`src/rtl/adc_seq_timer.sv`:
```
module adc_seq_timer #(
  parameter int SLOT_HI    = 20,
  parameter int SLOT_GAP   = 30,
  parameter int N_SLOTS    = 10,
  parameter int N_LIVE     = 8,
  parameter int BURST      = 15,
  parameter int IDLE_SLOTS = 10
) (
  input  logic       clk,
  output logic       frame_start,
  output logic       conv_start,
  output logic       slot_pulse,
  output logic       mux_step,
  output logic [3:0] chan_sel,
  output logic       sclk,
  output logic       live_slot
);
  localparam int SLOT_LEN    = SLOT_HI + SLOT_GAP;
  localparam int FRAME_SLOTS = N_SLOTS + IDLE_SLOTS;
  localparam int PW          = $clog2(SLOT_LEN);
  localparam int SW          = $clog2(FRAME_SLOTS);

  logic [PW-1:0] ph_q   = '0;
  logic [SW-1:0] slot_q = '0;
  logic [3:0]    chan_q = '0;

  logic          ph_end, active, in_gap;
  logic [PW-1:0] gap_off;

  assign ph_end  = ph_q >= PW'(SLOT_LEN - 1);
  assign active  = slot_q < SW'(N_SLOTS);
  assign in_gap  = ph_q >= PW'(SLOT_HI);
  assign gap_off = ph_q - PW'(SLOT_HI);

  always_ff @(posedge clk) begin
    ph_q <= ph_end ? '0 : ph_q + 1'b1;
    if (ph_end)
      slot_q <= (slot_q >= SW'(FRAME_SLOTS - 1)) ? '0 : slot_q + 1'b1;
  end

  assign frame_start = (slot_q == '0) && (ph_q == '0);
  assign conv_start  = active && (ph_q == '0);
  assign slot_pulse  = active && !in_gap;
  assign mux_step    = active && (ph_q == PW'(SLOT_HI));
  assign sclk        = active && in_gap && (gap_off < PW'(2 * BURST)) && !gap_off[0];
  assign live_slot   = slot_q < SW'(N_LIVE);

  always_ff @(posedge clk) begin
    if (frame_start)
      chan_q <= '0;
    else if (mux_step)
      chan_q <= (chan_q >= 4'(N_SLOTS - 1)) ? '0 : chan_q + 1'b1;
  end

  assign chan_sel = chan_q;


  chan_step_chk: assert property (@(posedge clk)
    mux_step |=> chan_sel == (($past(chan_sel) == 4'(N_SLOTS - 1)) ? 4'd0 : $past(chan_sel) + 4'd1));


  chan_sync_chk: assert property (@(posedge clk) frame_start |=> chan_sel == 4'd0);


  sclk_half_chk: assert property (@(posedge clk) sclk |=> !sclk);


  pulse_open_chk: assert property (@(posedge clk) conv_start |=> slot_pulse);


  pulse_close_chk: assert property (@(posedge clk) $fell(slot_pulse) |-> mux_step && sclk);


  conv_range_chk: assert property (@(posedge clk) conv_start |-> chan_sel < 4'(N_SLOTS));
endmodule

```
`config.mk`:
```
export PLATFORM = sky130hd
export DESIGN_NAME = adc_seq_timer
export DESIGN_NICKNAME = d
export VERILOG_FILES = /design/src/rtl/adc_seq_timer.sv
export SDC_FILE = /design/constraint.sdc
export NUM_CORES = 1
export LEC_CHECK = 0
export BUFFER_PORTS_ARGS = -buffer_cell sky130_fd_sc_hd__buf_2
export CAP_MARGIN = 20
export CORE_MARGIN = 3
export CORE_UTILIZATION = 59
export DETAILED_ROUTE_END_ITERATION = 8
export GPL_ROUTABILITY_DRIVEN = 0
export GPL_TIMING_DRIVEN = 1
export PLACE_DENSITY = 0.81
export SLEW_MARGIN = 20
export SYNTH_ARGS = -nofsm -noshare
export SYNTH_HDL_FRONTEND = slang
export SYNTH_SLANG_ARGS = --single-unit
export TNS_END_PERCENT = 20
```
`constraint.sdc`:
```
create_clock -name clk -period 3.75 [get_ports clk]
set_input_delay 0.75 -clock clk [delete_from_list [all_inputs] [get_ports clk]]
set_output_delay 0.75 -clock clk [all_outputs]
set_load 0.02 [all_outputs]
```
; Word-level counts from Yosys, hierarchy flattened
; Index checks and enable logic that the tools add are counted.
; W data, S select, Z words.
[totals]
reg_bits = 15
[classes]
n_addsub = 4
magnitude_cmp = 7
n_eq_ne = 1
muxes = 1
n_reduce_logical = 11
[op_table]
columns = cell, count
row1 = $lt A5 B4 Y1 const B, 2
row2 = $logic_and A1 B1 Y1, 7
row3 = $add A6 B1 Y6 const B, 1
row4 = $eq A6 B5 Y1 const B, 1
row5 = $ge A6 B5 Y1 const B, 1
row6 = $ge A6 B6 Y1 const B, 1
row7 = $logic_not A6 Y1, 1
row8 = $lt A6 B5 Y1 const B, 1
row9 = $sub A6 B5 Y6 const B, 1
row10 = $add A5 B1 Y5 const B, 1
row11 = $ge A5 B5 Y1 const B, 1
row12 = $logic_not A5 Y1, 1
row13 = $add A4 B1 Y4 const B, 1
row14 = $ge A4 B4 Y1 const B, 1
row15 = $mux W4, 1
row16 = $logic_not A1 Y1, 2

; Longest topological paths before layout
; Gate-level depths: netlist of the first run.
[logic_depth]
depth_word = 4
depth_mapped = 6
depth_no_buf = 6

; Worst setup path after synthesis of the first run
; No wires, ideal clock.
[synth_timing]
path_type = register -> output
startpoint = register slot_q[2]
endpoint = output slot_pulse
arrival_time_ns = 1.508
path_slack_ns = 1.492
path_stages_with_launch = 4
n_path_buf = 0
cell_sequence = edfxtp_1 > o21a_1 > or2_2 > nor3b_1
[synth_via]
elab_chain_cells = 2
[synth_rtl]
columns = item, line_no
row1 = from (decl), 24  ; logic [SW-1:0] slot_q = '0;
row2 = from (signal assigned), 38  ; slot_q <= (slot_q >= SW'(FRAME_SLOTS - 1)) ? '0 : slot_q + 1'b1;
row3 = $lt A5 B4 Y1, 31  ; assign active = slot_q < SW'(N_SLOTS);
row4 = $logic_and A1 B1 Y1, 43  ; assign slot_pulse = active && !in_gap;
row5 = to (decl), 12  ; output logic slot_pulse,
; Every way passes these cells.

; Worst setup path after layout of the first run
[layout_timing]
startpoint = register slot_q[2]
endpoint = output sclk
[layout_via]
elab_chain_cells = 4
[layout_rtl]
columns = item, line_no
row1 = $lt A5 B4 Y1, 31
row2 = $logic_and A1 B1 Y1 (3 in a row), 45  ; assign sclk = active && in_gap && (gap_off < PW'(2 * BURST)) && !gap_off[0];
row3 = to (decl), 15  ; output logic sclk,
; Every way passes these cells.

==> flow_results.org, run 1 <==
** Outcome
- The flow ran to the end, and the final reports show no timing, DRC or antenna violations.

** Synth
- Post-Synthesis Cell Area :: 868 µm²
- Of the post-synthesis cell area, the dominant cell type holds 0.231.
- In the synthesized netlist the dominant register cell turns out to be sky130_fd_sc_hd__dfxtp_1.
- By area the synthesized netlist is led by sky130_fd_sc_hd__dfxtp_1 23%, sky130_fd_sc_hd__edfxtp_1 17%, sky130_fd_sc_hd__ha_1 12%.
- The share of the Yosys chip area taken by registers is 0.403.
- The synthesized design contains 5 enable-type register cells.
- sky130_fd_sc_hd__dfxtp_1 takes more of the synthesized area than any other cell.
- Yosys warnings :: 0
- Unique cell type count in the Yosys netlist :: 33
- Counting every net in the synthesized netlist gives 99.
- Dividing the synthesized area by the synthesized cell count gives 9.65 µm².
- Share of async-settable or async-resettable flops after synthesis :: 0
- The cell count after synthesis came out at 90.
- Synthesis inferred 15 register bits.

** Clock tree
- Post-CTS repair changed the size of 0 cells.
- CTS Buf Count :: 3
- The tree is rooted in a sky130_fd_sc_hd__clkbuf_4.
- In this run the post-CTS setup repair buffer count came out at 0.
- Clock insertion delay at the later pin of the skew report :: 290 ps
- The clock passes through at most 2 buffers.
- Maximum level of the CTS H-tree :: 1
- Post-CTS clock slew at the launch and capture registers of the worst setup and hold paths :: around 100 ps
- In this run, post-CTS hold repair placed 0 buffers.
- Number of sinks handled by clock tree synthesis :: 15
- CTS tree :: yes

** Placed design
- Dpl hpwl :: around 1200 µm
- Count of buffers inserted at the top-level ports :: 10
- Placed inst area :: 916 µm²

** Die
- X dimension of the die :: approximately 44 µm
- Effective utilization at floorplan :: 0.651
- For this design the top-level I/O count stands at 11.
- Y dimension of the die :: 44.4 µm
- The die covers 1970 µm².
- After floorplanning, the core was sized to cover 1330 µm².
- Total number of placement rows :: 13

** Critical path
- Kind of end point of the critical path :: primary output
- In this run the worst path has a maximum fanout of 6.
- Worst path cell trace :: o21a_1, or2_2, nor3_1, buf_2
- Crit path DAT :: 1800 ps
- STA classifies the critical path startpoint as a flip-flop.
- On the worst path, the slowest cell contributes a delay of 490 ps.
- The slowest stage of the critical path is the sky130_fd_sc_hd__edfxtp_1 cell.
- STA puts the critical path data required time at 3000 ps.
- Start-to-end type of the worst setup path :: flip-flop to primary output

** Hold path
- Worst Hold Class :: flip-flop to flip-flop

** Final layout
- At the end of the flow, the number of nets in the layout was ~110.
- After routing the design area is between 900 and 1000 µm².
- Most common cell after layout, fill and taps aside :: sky130_fd_sc_hd__nor2_1
- Most frequent cells in the layout :: 17 x sky130_fd_sc_hd__nor2_1, 10 x sky130_fd_sc_hd__dfxtp_1, 10 x sky130_fd_sc_hd__buf_2
- Area grow syn2layout :: 8.65%
- Of the cells placed in the final design, the portion with a size suffix greater than 1 is 0.188.
- 0 antenna diodes ended up in the layout.

** Routing
- After detailed routing, the number of remaining DRC violations is 0.
- Vias after detailed routing :: 630
- Post-DRT Antenna Nets :: 0
- After detailed routing, the number of vias per cell comes to 5.43.
- Detail-routed net length per standard cell :: 13.9 µm
- First-pass iteration count of the detailed router :: 4
- Aggregate routed wire length :: 1610 µm
- Iteration-0 DRC Markers :: 5

** Power
- Max VDD drop :: 0.250 mV
- Power density normalized to cell area :: 278 nW/µm²
- Static leakage :: between 0.4 and 0.5 nW

** Job
- Number of max-cap violations :: 0

** GRT
- Pin count of the biggest net entering global routing :: 11
- Antenna violations before repair :: 0
- The number of global-route vias before repair is 633.
- For this run, the total global-route usage over all layers was measured as 0.195.
- Overflow after GRT :: 0
- The first global-routing pass estimated 2770 µm of wire.

** STA
- Across the routed clock network, the largest skew measured is 6.31 ps.
- The number of endpoints with negative hold slack in the final report is 0.
- Setup total negative slack on the finished layout was measured at 0 ps.
- Setup repair after global routing missed its margin :: no
- Share of the clock period used by the worst path :: 0.680
- Count of final setup violators :: 0
- The number of max-slew violations in the final report came to 0.
- Fmax :: a little under 0.4 GHz
- Transition at the pin with the smallest max-transition slack :: between 700 and 800 ps
- The clock period could shrink to roughly 2500 ps.
- Measured against its own limit, the worst slew margin works out to 0.494.
==> path summary, 6_finish.rpt <==
check | slack (ps) | to | cells after the start | startpoint
hold / removal | 520 | chan_sel[3] | 2 | chan_sel[3]
setup / recovery | 1200 | sclk | 4 | slot_q[2]
setup reg to reg | 1850 | slot_q[3] | 4 | ph_q[0]
hold reg to reg | 520 | chan_sel[3] | 2 | chan_sel[3]
==> critical path, delay by kind of cell, from the launching register on <==
kind / cells / cell delay, ps
simple gates: 2 / 530
buf+inv: 1 / 210
compound gates: 1 / 270
flops: 1 / 490
==> where the power goes <==
group	switching, mW	internal, mW
registers	0	0.167
clock network	0.0556	0.0397
logic	0	0
==> kinds of logic (layout without fill, tap and decap cells) <==
kind of cell	after synthesis	after routing	share of synthesized area
and+or+nand+nor	39	39	0.254
DFF	15	15	0.403
buffers and inverters	10	21	0.0548
AOI/OAI and AO/OA	9	9	0.0807
adders and majority gates	8	8	0.115
xor gates and xnor gates	8	8	0.0807
muxes	1	1	0.0115
==> layer usage <==
layer | routed length (µm) | up-vias | GRT usage | share of wire
met5 | 0 | - | 0 | 0
met4 | 31 | 0 | 0.108 | 0.019
met3 | 29 | 4 | 0.0244 | 0.018
met2 | 829 | 6 | 0.334 | 0.51
met1 | 721 | 295 | 0.233 | 0.45
li1 | - | 325 | - | -
==> metrics by stage <==
stage	instances	hold WS (ps)	setup WS [ps]	utilization	total power, mW
finish	116	524	1200	0.707	0.262
global route	116	564	1110	0.707	0.273
CTS	116	522	1210	0.707	0.265
floorplan	90	464	1490	-	0.170
detailed placement	112	495	1550	0.687	0.170
global placement	112	493	1650	0.687	0.170
==> sequential cells by signal, indices dropped and copies added (netlist names) <==
signal,cells
slot_q,5
chan_sel,4
ph_q,6
==> Yosys cell counts (all sizes together), types with 2 or more instances <==
library cell,count
buf,3
dfxtp,10
edfxtp,5
ha,8
inv,7
nand2,3
nand3,4
nor2,18
nor2b,3
nor4,3
or2,2
xnor2,4
xor2,4
==> area by class of cell <==
class,count,area [µm²]
inverters,7,26.3
clock buffers,3,22.5
fillers,107,390
well taps,15,18.8
flip-flops and latches,15,350
clock inverters,1,5.00
multi-input cells,65,470
repair buffers,10,50.0
No activity file was read; power rests on OpenSTA's default activity.
==> inputs of run 2 (changes only) <==
--- a/config.mk
+++ b/config.mk
@@ -8,11 +8,11 @@
 export BUFFER_PORTS_ARGS = -buffer_cell sky130_fd_sc_hd__buf_2
 export CAP_MARGIN = 20
 export CORE_MARGIN = 3
-export CORE_UTILIZATION = 59
+export CORE_UTILIZATION = 49
 export DETAILED_ROUTE_END_ITERATION = 8
 export GPL_ROUTABILITY_DRIVEN = 0
 export GPL_TIMING_DRIVEN = 1
-export PLACE_DENSITY = 0.81
+export PLACE_DENSITY = 0.72
 export SLEW_MARGIN = 20
 export SYNTH_ARGS = -nofsm -noshare
 export SYNTH_HDL_FRONTEND = slang
==> constraint.sdc (replaced) <==
create_clock -name clk -period 2.1 [get_ports clk]
set_input_delay 0.42 -clock clk [delete_from_list [all_inputs] [get_ports clk]]
set_output_delay 0.42 -clock clk [all_outputs]
set_load 0.02 [all_outputs]
==> flow_results.org, run 2 (synthesis gave the netlist of run 1 again) <==
** STA
- Timing would allow up to 0.486 GHz.
- Fin. Hold Viols :: 0
- Slew Viols, Final :: 0
- Across the routed clock network, the largest skew measured is 3.14 ps.
- For the finished layout, the period the worst path requires is between 2000 and 2500 ps.
- Share of the clock period used by the worst path :: 0.979
- Tightest hold margin :: 519 ps
- Setup violations remaining at the end of the flow were counted as 0.
- Setup repair after global routing could not meet its margin everywhere.
- Measured against its own limit, the worst slew margin works out to 0.527.
- For the pin with the worst max-slew slack, the measured transition is approximately 710 ps.
- Final Worst Setup Slack :: 44.2 ps

** Power
- In this run the static leakage power is roughly 0.44 nW.
- The worst-case IR drop observed on VDD is ~0.47 mV.
- In this run the power density over the cells is roughly 470 nW/µm².

** Critical path
- STA puts the critical path data required time at 1680 ps.
- Along the worst path, the maximum fanout reaches 5.
- STA classifies the critical path startpoint as a flip-flop.
- Start-to-end type of the worst setup path :: flip-flop to primary output
- For the worst setup path, the data arrival time is 1640 ps.
- Kind of end point of the critical path :: primary output

** Die
- For this configuration, the core starts out at a cell density of 0.545.
- In this run the count of I/O pins placed on the die edge is 11.
- Y dimension of the die :: 48.1 µm
- The floorplan has 14 rows.
- The region available for standard cell placement spans 1590 µm².
- From left edge to right edge, the die measures 48.1 µm.
- Die footprint :: 2310 µm²

** Final layout
- Register bank with the most flops :: ph_q
- Diodes inserted :: 0
- Leaving out fill and tap cells, the most frequent cells in the layout are 17 x sky130_fd_sc_hd__nor2_1, 9 x sky130_fd_sc_hd__dfxtp_1, 9 x sky130_fd_sc_hd__buf_2.
- The register with the most flip-flops in the layout has 6 of them.
- Area grow syn2layout :: 12.5%
- Fraction of final layout cells sized beyond drive strength 1 :: 0.214
- The library cell used most frequently in the layout, excluding fill and tap cells, is sky130_fd_sc_hd__nor2_1.
- Final cell count without fillers :: about 130
- In the final design database the tool counted 113 nets.
- Once layout is complete, the utilization of the core stands at 0.613.

** Clock tree
- Clock latency on the worst-skew pair, taken at its later pin, is 270 ps.
- Clock-pin slew was measured on the worst setup and hold paths at 90 ps.
- CTS Buf Count :: 3
- Maximum level of the CTS H-tree :: 1
- Number of buffers inserted by hold repair at cts :: 0
- The tree is rooted in a sky130_fd_sc_hd__clkbuf_4.
- TritonCTS built the clock tree.
- Clock Tree Buf Depth :: 2
- Counting every sink on the clock net gives 15.

** Routing
- Post-DRT Antenna Nets :: 0
- Iteration-0 DRC Markers :: 9
- Dividing the detail-routed wire length by the instance count gives approximately 11 µm.
- In the routed layout, each cell is associated on average with a via count of 5.18.
- The routed layout has 658 vias.
- Aggregate routed wire length :: 1450 µm
- DRC violation count after routing :: 0
- Before antenna repair, the detailed router went through 4 iterations.

** Placed design
- Dpl hpwl :: 1110 µm
- Input and output buffers added on the ports amount to 10.
- In this run, placement finished with an instance count of 121.
- Setup Slack @ Placement :: 279 ps

** GRT
- Overflow after GRT :: 0
- For this run, global-route usage on met1 was measured as 0.176.
- Met2 global-route usage :: 0.266
- The number of global-route vias before repair is 609.
- Antenna violations before repair :: 0
- First-pass GRT wire length :: 2420 µm
- Entering global routing, the biggest net connects 11 pins.
- For met3 alone, demand over resource in global routing was 0.0554.
- Aggregate global-route resource usage :: 0.149
- The layer flagged by global routing as most heavily used is met2.

** Job
- Number of max-cap violations :: 0

** Hold path
- The min-delay analysis places its worst path in the category flip-flop to flip-flop.

** Outcome
- The flow ran to the end, and the final reports show no timing, DRC or antenna violations.
-- run 2: worst paths after layout --
check                    from          end  slack [ps]  cells past startpoint
setup / recovery    slot_q[3]   slot_pulse          40                      4
hold / removal    chan_sel[3]  chan_sel[3]         520                      2
setup reg to reg      ph_q[0]    slot_q[2]         280                      4
hold reg to reg   chan_sel[3]  chan_sel[3]         520                      2
-- run 2: worst max-delay path, stage by stage (launching register included) --
cell and delay (ps):
sky130_fd_sc_hd__edfxtp_1 470, sky130_fd_sc_hd__o21a_1 190, sky130_fd_sc_hd__or2_2 330, sky130_fd_sc_hd__nor3b_1 180
sky130_fd_sc_hd__buf_2 190
-- run 2: routing by layer --
| layer | wire length (µm) | up-vias |
|---|---|---|
| met1 | 685 | 312 |
| met3 | 36 | 0 |
| met2 | 732 | 9 |
| met5 | 0 | - |
| li1 | - | 337 |
| met4 | 0 | 0 |
-- run 2: through the flow --
step           power, mW  cell area [µm²]  TNS (ps)
2_1_floorplan      0.304              868         0
3_3_place_gp       0.304              927         0
3_5_place_dp       0.304              927         0
4_1_cts            0.466              968         0
5_1_grt            0.477              977     -19.6
6_report           0.458              977         0
-- run 2: cell type report --
| cell class | count | area (µm²) |
|---|---|---|
| flip-flops and latches | 15 | 352 |
| fillers | 145 | 617 |
| inverters | 7 | 26.3 |
| well taps | 24 | 30.0 |
| repair buffers | 12 | 67.6 |
| clock buffers | 4 | 26.3 |
| multi-input cells | 65 | 475 |
-- run 2: timing repair --
action | CTS | global route
setup buffers | 2 | 0
gates resized for setup | 0 | 3
endpoints found under the setup margin | 2 | 3
pin swaps | 0 | 0
-- run 2: power breakdown --
part	switching (mW)	total, mW	internal (mW)	leakage, nW
combinational	0	0.000000286	0	0.286
clock	0.0871	0.161	0.0736	0.0150
sequential	0	0.297	0.297	0.139
total	0.0871	0.458	0.371	0.440
